File: src/rtl/comma_pkg.sv
package comma_pkg;
  localparam int CHAR_W  = 10;
  localparam int COMMA_W = 7;
  localparam logic [COMMA_W-1:0] COMMA_NEG = 7'b0011111;
  localparam logic [COMMA_W-1:0] COMMA_POS = 7'b1100000;
endpackage

File: src/rtl/comma_shifter.sv
module comma_shifter #(
  parameter int W = comma_pkg::CHAR_W
) (
  input  logic         clk,
  input  logic         rst,
  input  logic         bit_in,
  output logic [W-1:0] win_next
);
  logic [W-1:0] win_q;

  assign win_next = {win_q[W-2:0], bit_in};

  always_ff @(posedge clk) begin
    if (rst) win_q <= '0;
    else     win_q <= win_next;
  end
endmodule

File: src/rtl/comma_detect.sv
module comma_detect #(
  parameter int W  = comma_pkg::CHAR_W,
  parameter int CW = comma_pkg::COMMA_W
) (
  input  logic [W-1:0] cand,
  output logic         hit
);
  logic [CW-1:0] head;

  assign head = cand[W-1 -: CW];
  assign hit  = (head == comma_pkg::COMMA_NEG) || (head == comma_pkg::COMMA_POS);
endmodule

File: src/rtl/framer_ctrl.sv
module framer_ctrl #(
  parameter int W = comma_pkg::CHAR_W
) (
  input  logic         clk,
  input  logic         rst,
  input  logic         reframe_en,
  input  logic         hit,
  input  logic [W-1:0] cand,
  output logic [W-1:0] char_out,
  output logic         char_valid,
  output logic         ready_n
);
  localparam int CNT_W = $clog2(W);
  localparam logic [CNT_W-1:0] LAST = CNT_W'(W - 1);

  logic [CNT_W-1:0] cnt_q;
  logic             realign;

  assign realign = reframe_en && hit;

  always_ff @(posedge clk) begin
    if (rst) begin
      cnt_q      <= '0;
      char_out   <= '0;
      char_valid <= 1'b0;
      ready_n    <= 1'b1;
    end else begin
      char_valid <= 1'b0;
      if (realign) begin
        cnt_q      <= '0;
        char_out   <= cand;
        char_valid <= 1'b1;
        ready_n    <= 1'b0;
      end else if (cnt_q == LAST) begin
        cnt_q      <= '0;
        char_out   <= cand;
        char_valid <= 1'b1;
      end else begin
        cnt_q <= cnt_q + 1'b1;
      end
    end
  end

  p_cnt_range_r2: assert property (@(posedge clk) disable iff (rst) cnt_q <= LAST);
  p_hold_r2: assert property (@(posedge clk) disable iff (rst)
    !char_valid |-> $stable(char_out));
  p_ready_sticky_r5: assert property (@(posedge clk) disable iff (rst)
    !ready_n |=> !ready_n);
endmodule

File: src/rtl/comma_framer.sv
module comma_framer #(
  parameter int W  = comma_pkg::CHAR_W,
  parameter int CW = comma_pkg::COMMA_W
) (
  input  logic         clk,
  input  logic         rst,
  input  logic         serial_in,
  input  logic         reframe_en,
  output logic [W-1:0] char_out,
  output logic         char_valid,
  output logic         ready_n
);
  logic [W-1:0] win_next;
  logic         comma_hit;

  comma_shifter #(.W(W)) u_shift (
    .clk(clk), .rst(rst), .bit_in(serial_in), .win_next(win_next)
  );

  comma_detect #(.W(W), .CW(CW)) u_det (
    .cand(win_next), .hit(comma_hit)
  );

  framer_ctrl #(.W(W)) u_ctrl (
    .clk(clk), .rst(rst), .reframe_en(reframe_en), .hit(comma_hit),
    .cand(win_next), .char_out(char_out), .char_valid(char_valid),
    .ready_n(ready_n)
  );

  p_reset_idle_r1: assert property (@(posedge clk)
    rst |=> (ready_n && !char_valid && char_out == '0));
  p_align_strobe_r4: assert property (@(posedge clk) disable iff (rst)
    (reframe_en && comma_hit) |=> (char_valid && !ready_n && char_out == $past(win_next)));
  p_ready_cause_r5: assert property (@(posedge clk) disable iff (rst)
    $fell(ready_n) |-> $past(reframe_en && comma_hit));
endmodule

File: config.mk
export PLATFORM = sky130hd
export DESIGN_NAME = comma_framer
export DESIGN_NICKNAME = d
export VERILOG_FILES = /design/src/rtl/comma_pkg.sv /design/src/rtl/comma_shifter.sv /design/src/rtl/comma_detect.sv /design/src/rtl/framer_ctrl.sv /design/src/rtl/comma_framer.sv
export SDC_FILE = /design/constraint.sdc
export NUM_CORES = 1
export LEC_CHECK = 0
export ABC_AREA = 0
export ABC_CLOCK_PERIOD_IN_PS = 2110
export CAP_MARGIN = 20
export CORE_MARGIN = 10
export CORE_UTILIZATION = 53
export CTS_BUF_LIST = sky130_fd_sc_hd__clkbuf_8
export CTS_CLUSTER_DIAMETER = 120
export DETAILED_ROUTE_END_ITERATION = 10
export PLACE_DENSITY = 0.87
export SLEW_MARGIN = 20
export SYNTH_ARGS = -nofsm -noshare
export SYNTH_HDL_FRONTEND = slang
export SYNTH_SLANG_ARGS = --single-unit
export TNS_END_PERCENT = 20
File: constraint.sdc
create_clock -name clk -period 2.11 [get_ports clk]
set_input_delay 0.3165 -clock clk [delete_from_list [all_inputs] [get_ports clk]]
set_output_delay 0.3165 -clock clk [all_outputs]
set_load 0.1 [all_outputs]
=== After elaboration in Yosys (flattened, before gate mapping) ===
Cells that the tools add are included.

* Register bits: 25
* Bits of input ports: 4
* Word-level logic and storage cells: 17
* Output and inout port bits: 12

* Add/subtract/negate cells: 1
* Reduce and logical (&&, ||, !) cells: 4
* Equality and inequality tests: 3
* Muxes and demuxes: 4

{| class="wikitable"
|+ Operators by type and width
! kind !! count
|-
| two-way mux 10 bit || 2
|-
| == test 7 x 5 -> 1 bit, second input constant || 1
|-
| == test 7 bit, second input constant || 1
|-
| adder 4 x 1 -> 4 bit, second input constant || 1
|-
| == test 4 bit, second input constant || 1
|-
| OR reduction 3 bit || 1
|-
| two-way mux 1 bit || 2
|-
| nonzero test 2 bit || 1
|-
| logical AND 1 bit || 1
|-
| logical OR 1 bit || 1
|}

=== Logic depth before layout (Yosys ltp) ===
Gate-level depths: netlist of the first run.

* Word-level depth: 4
* Gate-level depth with buffers: 7
* Gate-level depth less buffers: 6

=== Modules after synthesis ===
Synthesis of the first run repeated with hierarchy kept, for this count alone.

* Cell total of the unflattened synthesis: 70
* Area, all modules: 847.1 um^2

{| class="wikitable"
|+ Modules (own cells, without submodules)
! module !! area an instance (um^2) !! cells an instance !! instances !! sequential area each (um^2)
|-
| framer_ctrl || 559.3 || 45 || 1 || 320.3
|-
| comma_shifter || 244.0 || 19 || 1 || 180.2
|-
| comma_detect || 43.8 || 6 || 1 || 0.0
|}

=== Least setup slack after synthesis of the first run ===
OpenSTA, ideal clock, no wires.

* Path type: reg-to-reg
* Start: register u_ctrl.cnt_q[1]
* End: register u_ctrl.char_out[1]
* Path slack: 0.600 ns
* Required time: 1.989 ns
* Stages on the path, launching flop included: 8
* Library setup time: 0.121 ns
* Arrival time: 1.388 ns
* Buffers on the path: 1
* Path through: dfxtp_1 inv_1 ha_1 nand2_1 nor2_1 a211oi_4 buf_6 mux2_4

* Word-level cells in the longest chain between the ends: 2

{| class="wikitable"
|+ RTL lines
! what !! RTL line !! text
|-
| from (decl) || framer_ctrl.sv:16 || <nowiki>logic [CNT_W-1:0] cnt_q;</nowiki>
|-
| from (signal assigned) || framer_ctrl.sv:39 || <nowiki>cnt_q <= cnt_q + 1'b1;</nowiki>
|-
| == test 4 bit || framer_ctrl.sv:34 || <nowiki>end else if (cnt_q == LAST) begin</nowiki>
|-
| nonzero test 2 bit (no source line) || - ||
|-
| to (signal assigned) || framer_ctrl.sv:31 || <nowiki>char_out <= cand;</nowiki>
|-
| to (signal assigned) || framer_ctrl.sv:36 || <nowiki>char_out <= cand;</nowiki>
|-
| to (decl) || framer_ctrl.sv:9 || <nowiki>output logic [W-1:0] char_out,</nowiki>
|}

No other way between the ends.
A chain may end at the register's enable or synchronous reset.

=== Worst setup path after layout of the first run ===
* Start: input port reframe_en
* End: register u_ctrl.char_out[0]

* Word-level cells in the longest chain between the ends: 2
* Elaborated cells on any way between the ends: 3

{| class="wikitable"
|+ RTL lines
! what !! RTL line !! text
|-
| from (decl) || comma_framer.sv:8 || <nowiki>input logic reframe_en,</nowiki>
|-
| logical AND 1 bit * || framer_ctrl.sv:19 || <nowiki>assign realign = reframe_en && hit;</nowiki>
|-
| two-way mux 10 bit / nonzero test 2 bit (equally long branches) || - ||
|}

Mark *: on every way between the ends. The rest lies on a longest branch, timed or not.

==> results of run 1 <==
==> worst max-delay path, cell delays in order <==
cell	delay, ns
clkdlybuf4s50_1	0.42
nor4bb_4	0.18
a211oi_4	0.68
mux2_2	0.41
==> layout make-up <==
cell class | count | area (sq um)
inverters | 1 | 3.75
fillers | 134 | 571
multi-input cells | 50 | 444
clock buffers | 3 | 41.3
well taps | 25 | 31.3
clock inverters | 1 | 7.51
repair buffers | 16 | 128
flip-flops and latches | 25 | 500
==> state kept, by name, summed over array words and instances, names as in the netlist <==
| signal | cells |
|---|---|
| u_ctrl.char_valid | 1 |
| u_ctrl.cnt_q | 4 |
| u_ctrl.char_out | 10 |
| u_ctrl.ready_n | 1 |
| u_shift.win_q | 9 |
==> power by group through the flow <==
stage                     clock [mW]  sequential [mW]  combinational (mW)
after floorplan                    0            0.496              0.0176
after CTS                      0.285            0.486              0.0292
after detailed placement           0            0.497              0.0292
after global routing           0.298            0.487              0.0316
final                          0.277            0.486              0.0290
after global placement             0            0.497              0.0283
==> routing by layer <==
| metal | track usage, % | part of all wire (%) | up-vias | routed length, um |
|---|---|---|---|---|
| li1 | - | - | 297 | - |
| met1 | 7.37 | 45 | 261 | 681 |
| met2 | 12.4 | 51 | 13 | 774 |
| met3 | 3.41 | 3.9 | 2 | 60 |
| met4 | 2.51 | 0.65 | 0 | 10 |
| met5 | 0 | 0 | - | 0 |
==> cell families after synthesis <==
family | share of synthesized area [%]
AOI/OAI and AO/OA | 3.36
xor gates and xnor gates | 1.81
adders and majority gates | 2.59
buffers and inverters | 2.33
DFF | 51.7
muxes | 13.1
and+or+nand+nor | 25.1
==> how the worst min path moves through the flow <==
stage | startpoint | end | slack, ns | cells past startpoint
global placement | u_ctrl.ready_n$_SDFFE_PP1P_ | u_ctrl.ready_n$_SDFFE_PP1P_ | 0.44 | 1
floorplan | rst | u_shift.win_q[0]$_SDFF_PP0_ | 0.40 | 1
CTS | u_shift.win_q[0]$_SDFF_PP0_ | u_shift.win_q[1]$_SDFF_PP0_ | 0.47 | 1
finish | u_ctrl.ready_n$_SDFFE_PP1P_ | u_ctrl.ready_n$_SDFFE_PP1P_ | 0.47 | 1
detailed placement | u_ctrl.ready_n$_SDFFE_PP1P_ | u_ctrl.ready_n$_SDFFE_PP1P_ | 0.45 | 1
global route | u_shift.win_q[0]$_SDFF_PP0_ | u_shift.win_q[1]$_SDFF_PP0_ | 0.49 | 1
==> metrics by stage <==
| stage | hold slack (ns) | power [mW] | TNS (ns) | instance area [sq um] |
|---|---|---|---|---|
| 5_1_grt | 0.486 | 0.817 | 0 | 1160 |
| 4_1_cts | 0.469 | 0.800 | 0 | 1160 |
| 6_report | 0.467 | 0.792 | 0 | 1160 |
| 3_5_place_dp | 0.449 | 0.526 | -0.200 | 1110 |
| 2_1_floorplan | 0.397 | 0.514 | 0 | 967 |
| 3_3_place_gp | 0.437 | 0.525 | -0.00958 | 1110 |
==> layout by cell type, fill, tap and decap left out, drive strengths merged <==
cell,instances
a211oi,1
a21o,1
a21oi,1
buf,13
clkbuf,3
clkdlybuf4s50,3
clkinvlp,1
dfxtp,25
ha,2
inv,1
mux2,9
mux2i,1
nand2,1
nand2b,1
nand3,1
nand4b,2
nor2,3
nor2b,18
nor3b,4
nor4b,1
nor4bb,1
or2b,1
xnor2,1
xor2,1
==> flow_metrics.env, run 1 <==
export IMPL_worstPathArrival_ns=2.01
export IMPL_post_place_ws_ns=-0.0446
export IMPL_worstPathMaxFanout=15
export IMPL_grt_max_degree=27
export IMPL_drtIter0Drc=10
export IMPL_clock_skew_ns=0.00515
export IMPL_p_int_mw=0.628
export IMPL_crit_path_start_kind="input pin"
export IMPL_die_h_um=62.7
export IMPL_yosysUniqueCellTypes=23
export IMPL_port_buffers=15
export IMPL_antenna_found_initial=0
export IMPL_synth_cell_area_sq_um=967
export IMPL_r2r_end="u_ctrl.char_out[0]$_SDFFE_PP0P_"
export IMPL_p_per_area_mw_per_mm2=685
export IMPL_rsz0062_at_grt="no"
export IMPL_syn_inst=79
export IMPL_cts_root_buf="clkbuf_8"
export IMPL_maxCapViolations=0
export IMPL_hold_viol=0
export IMPL_synth_most_common_cell="dfxtp_1"
export IMPL_crit_type="in -> reg"
export IMPL_drive_above_1_share_pct=30.2
export IMPL_n_antenna_cell=0
export IMPL_synth_largest_area_cell="dfxtp_1"
export IMPL_grt_ovfl_total=0
export IMPL_route_vias_total=573
export IMPL_synth_seq_area_share_pct=51.7
export IMPL_rows=15
export IMPL_synth_warnings=0
export IMPL_worstSkewPairLatency_ns=0.27
export IMPL_clk_pin_slew_worst_paths_ns=0.08
export IMPL_die_area_sq_mm=0.00393
export IMPL_start_util_pct=56.0
export IMPL_setup_viol=0
export IMPL_syn_nets=85
export IMPL_track_usage_pct=7.18
export IMPL_crit_path_end_kind="flop"
export IMPL_instances_no_fill=121
export IMPL_cts_setup_buffers=0
export IMPL_setup_ws_ns=0.260
export IMPL_synth_edff_count=0
export IMPL_final_period_utilization_pct=87.7
export IMPL_drcViolationCount=0
export IMPL_die_x_um=62.7
export IMPL_cp_required_ns=2.27
export IMPL_grt_first_pass_wirelength_mm=2.26
export IMPL_avgSynthCellArea_sq_um=12.2
export IMPL_cts_tree="done"
export IMPL_tightest_slew_ns=0.769
export IMPL_crit_end="u_ctrl.char_out[0]$_SDFFE_PP0P_"
export IMPL_yosys_top_cells_count="dfxtp_1 (25), nor2b_1 (18), mux2_2 (5)"
export IMPL_min_period_ns=1.85
export IMPL_p_sw_mw=0.164
export IMPL_power_frac_clock_pct=35.0
export IMPL_slew_violations=0
export IMPL_place_inst=117
export IMPL_io_pins=16
export IMPL_wirelength_mm=1.53
export IMPL_peakVddDrop_uv=584
export IMPL_final_util_pct=67.0
export IMPL_status="finished, final reports clean"
export IMPL_grt_pass1_vias=529
export IMPL_fp_coreArea_sq_mm=0.00173
export IMPL_ys_flop_type="dfxtp_1"
export IMPL_clock_path_buffers=2
export IMPL_postSynth_asyncResetShare_pct=0
export IMPL_wire_per_inst_um=12.6
export IMPL_clock_sinks=25
export IMPL_dr_pass1_iters=4
export IMPL_cts_hold_buf=0
export IMPL_synth_top_area_share_pct=51.7
export IMPL_nets=103
export IMPL_via_per_inst=4.74
export IMPL_place_congestion=0.695
export IMPL_post_cts_resized=0
export IMPL_p_leak_nw=0.477
export IMPL_cts_buffers=3
export IMPL_area_growth_pct=19.5
export IMPL_clock_fmax_ghz=0.541
export IMPL_setup_worst_path_start="reframe_en"
export IMPL_dp_hpwl_mm=1.11
export IMPL_r2r_cells=6
export IMPL_rr_startpoint="u_ctrl.cnt_q[1]$_SDFF_PP0_"
export IMPL_ant_nets=0
export IMPL_ys_ff_latch=25
export IMPL_p_seq_share_pct=61.3
export IMPL_synth_area_leaders="dfxtp_1 (52%), nor2b_1 (12%), mux2_4 (6.2%)"
export IMPL_max_slew_margin_pct=48.5
export IMPL_r2r_setup_slack_ns=0.27
export IMPL_p_comb_share_pct=3.7
export IMPL_switching_share_pct=20.7
export IMPL_hold_class="reg -> reg"
export IMPL_cts_htree_levels=1
Power figures use the tool's default switching activity.
==> run 2, diff against run 1 <==
Settings changed: CORE_ASPECT_RATIO from default to 1.75, CORE_MARGIN 10 to 1, CORE_UTILIZATION 53 to 30, PLACE_DENSITY 0.87 to 0.58.
==> run 2 against run 1 <==
Compared with the run above:
- clock power shrank 1%
- die area shrank 12%
- utilization shrank 28 points
- first-iteration DRC count shrank 80%
- cell count grew 14%
- critical path type unchanged
- critical endpoint unchanged
- sequential share of layout area shrank 0.69 points
- non-clock buffer count is the same
- design area grew 1.6%
- hold slack lost 0.0036 ns
==> flow_metrics.env, run 2 (synthesis results as in run 1) <==
export IMPL_status="finished, final reports clean"
export IMPL_cts_root_buf="clkbuf_8"
export IMPL_switching_share_pct=20.6
export IMPL_cts_tree="done"
export IMPL_clk_pin_slew_worst_paths_ns=0.08
export IMPL_grt_ovfl_total=0
export IMPL_setup_viol=0
export IMPL_p_sw_mw=0.162
export IMPL_rsz0062_at_grt="no"
export IMPL_final_period_utilization_pct=90.0
export IMPL_grt_first_pass_wirelength_mm=2.68
export IMPL_power_frac_clock_pct=34.6
export IMPL_antenna_found_initial=0
export IMPL_cts_hold_buf=0
export IMPL_gr_max_usage_layer="met2"
export IMPL_hold_class="reg -> reg"
export IMPL_route_vias_total=598
export IMPL_clock_fmax_ghz=0.527
export IMPL_largest_reg_flops=10
export IMPL_reg_largest_list="u_ctrl.char_out (10), u_shift.win_q (9), u_ctrl.cnt_q (4)"
export IMPL_fp_coreArea_sq_mm=0.00299
export IMPL_maxCapViolations=0
export IMPL_peakVddDrop_uv=271
export IMPL_post_cts_resized=0
export IMPL_rows=26
export IMPL_worstPathArrival_ns=2.06
export IMPL_p_int_mw=0.626
export IMPL_regMostFlops="u_ctrl.char_out"
export IMPL_wire_per_inst_um=11.3
export IMPL_place_congestion=0.739
export IMPL_worstPathMaxFanout=15
export IMPL_final_util_pct=39.3
export IMPL_num_fill_cells=309
export IMPL_layout_commonest_cell="dfxtp_1"
export IMPL_grt_pass1_vias=609
export IMPL_die_x_um=44.9
export IMPL_crit_path_end_kind="flop"
export IMPL_worstSkewPairLatency_ns=0.26
export IMPL_drive_above_1_share_pct=30.2
export IMPL_port_buffers=15
export IMPL_grt_met2_usage_pct=17.5
export IMPL_clock_sinks=25
export IMPL_clock_skew_ns=0.00415
export IMPL_start_util_pct=32.3
export IMPL_cp_required_ns=2.27
export IMPL_dp_hpwl_mm=1.04
export IMPL_hold_viol=0
export IMPL_io_pins=16
export IMPL_cts_buffers=3
export IMPL_p_per_area_mw_per_mm2=671
export IMPL_clock_path_buffers=2
export IMPL_drcViolationCount=0
export IMPL_wirelength_mm=1.56
export IMPL_n_antenna_cell=0
export IMPL_p_seq_share_pct=61.6
export IMPL_final_cell_mix="dfxtp_1 (25), nor2b_1 (18), buf_4 (13), mux2_2 (5)"
export IMPL_ant_nets=0
export IMPL_die_h_um=77.1
export IMPL_max_slew_margin_pct=45.5
export IMPL_tightest_slew_ns=0.814
export IMPL_track_usage_pct=10.1
export IMPL_gr_usage_met3_pct=3.06
export IMPL_nets=103
export IMPL_p_comb_share_pct=3.8
export IMPL_die_area_sq_mm=0.00346
export IMPL_grt_max_degree=27
export IMPL_crit_path_start_kind="input pin"
export IMPL_min_period_ns=1.90
export IMPL_area_growth_pct=21.5
export IMPL_cts_htree_levels=1
export IMPL_grt_met1_usage_pct=11.0
export IMPL_slew_violations=0
export IMPL_dr_pass1_iters=3
export IMPL_drtIter0Drc=2
export IMPL_crit_type="in -> reg"
export IMPL_p_leak_nw=0.481
export IMPL_cts_setup_buffers=0
export IMPL_via_per_inst=4.33
export IMPL_holdWs_ns=0.463
[run 2: changes by cell type in the layout (fill, tap and decap cells not counted), sizes merged]
cell | before | now
clkinv | 0 | 1
clkinvlp | 1 | 0
[run 2: layer usage]
metal	vias up	wire, um
li1	295	-
met1	293	663
met2	8	838
met3	2	48
met4	0	13
met5	-	0
[run 2: critical path: stages]
cell and delay [ns]:
clkdlybuf4s50_1 0.43, nor4bb_4 0.19, a211oi_4 0.71, mux2_2 0.41
[run 2: power by group through the flow]
stage                     clock (mW)  sequential (mW)  combinational [mW]
after floorplan                    0            0.496              0.0176
after global routing           0.303            0.488              0.0337
after detailed placement           0            0.497              0.0302
final                          0.273            0.486              0.0296
after CTS                      0.287            0.486              0.0303
after global placement             0            0.497              0.0293
[run 2: worst paths after layout]
kind	start	endpoint	slack, ns	cells after the start
max	reframe_en	u_ctrl.char_out[0]$_SDFFE_PP0P_	0.21	4
min	u_ctrl.ready_n$_SDFFE_PP1P_	u_ctrl.ready_n$_SDFFE_PP1P_	0.46	1
max reg2reg	u_ctrl.cnt_q[1]$_SDFF_PP0_	u_ctrl.char_out[0]$_SDFFE_PP0P_	0.25	6
min reg2reg	u_ctrl.ready_n$_SDFFE_PP1P_	u_ctrl.ready_n$_SDFFE_PP1P_	0.46	1
[run 2: final cells by class]
type                            count  area (sq um)  share of cell area, %
Sequential cell                    25           500                   42.6
Multi-Input combinational cell     50           444                   37.8
Timing Repair Buffer               16           128                   10.9
Tap cell                           42          52.6                   4.47
Clock buffer                        3          41.3                   3.51
Clock inverter                      1          5.00                  0.426
Inverter                            1          3.75                  0.319
[run 2: stage by stage]
step | setup TNS [ns] | power (mW) | instances | setup WS (ns) | cell area [sq um]
3_3_place_gp | -0.203 | 0.526 | 134 | -0.0419 | 1130
3_5_place_dp | -0.428 | 0.528 | 134 | -0.0797 | 1130
2_1_floorplan | 0 | 0.514 | 79 | 0.600 | 967
4_1_cts | 0 | 0.803 | 138 | 0.202 | 1170
6_report | 0 | 0.789 | 138 | 0.211 | 1170
5_1_grt | 0 | 0.824 | 138 | 0.139 | 1170
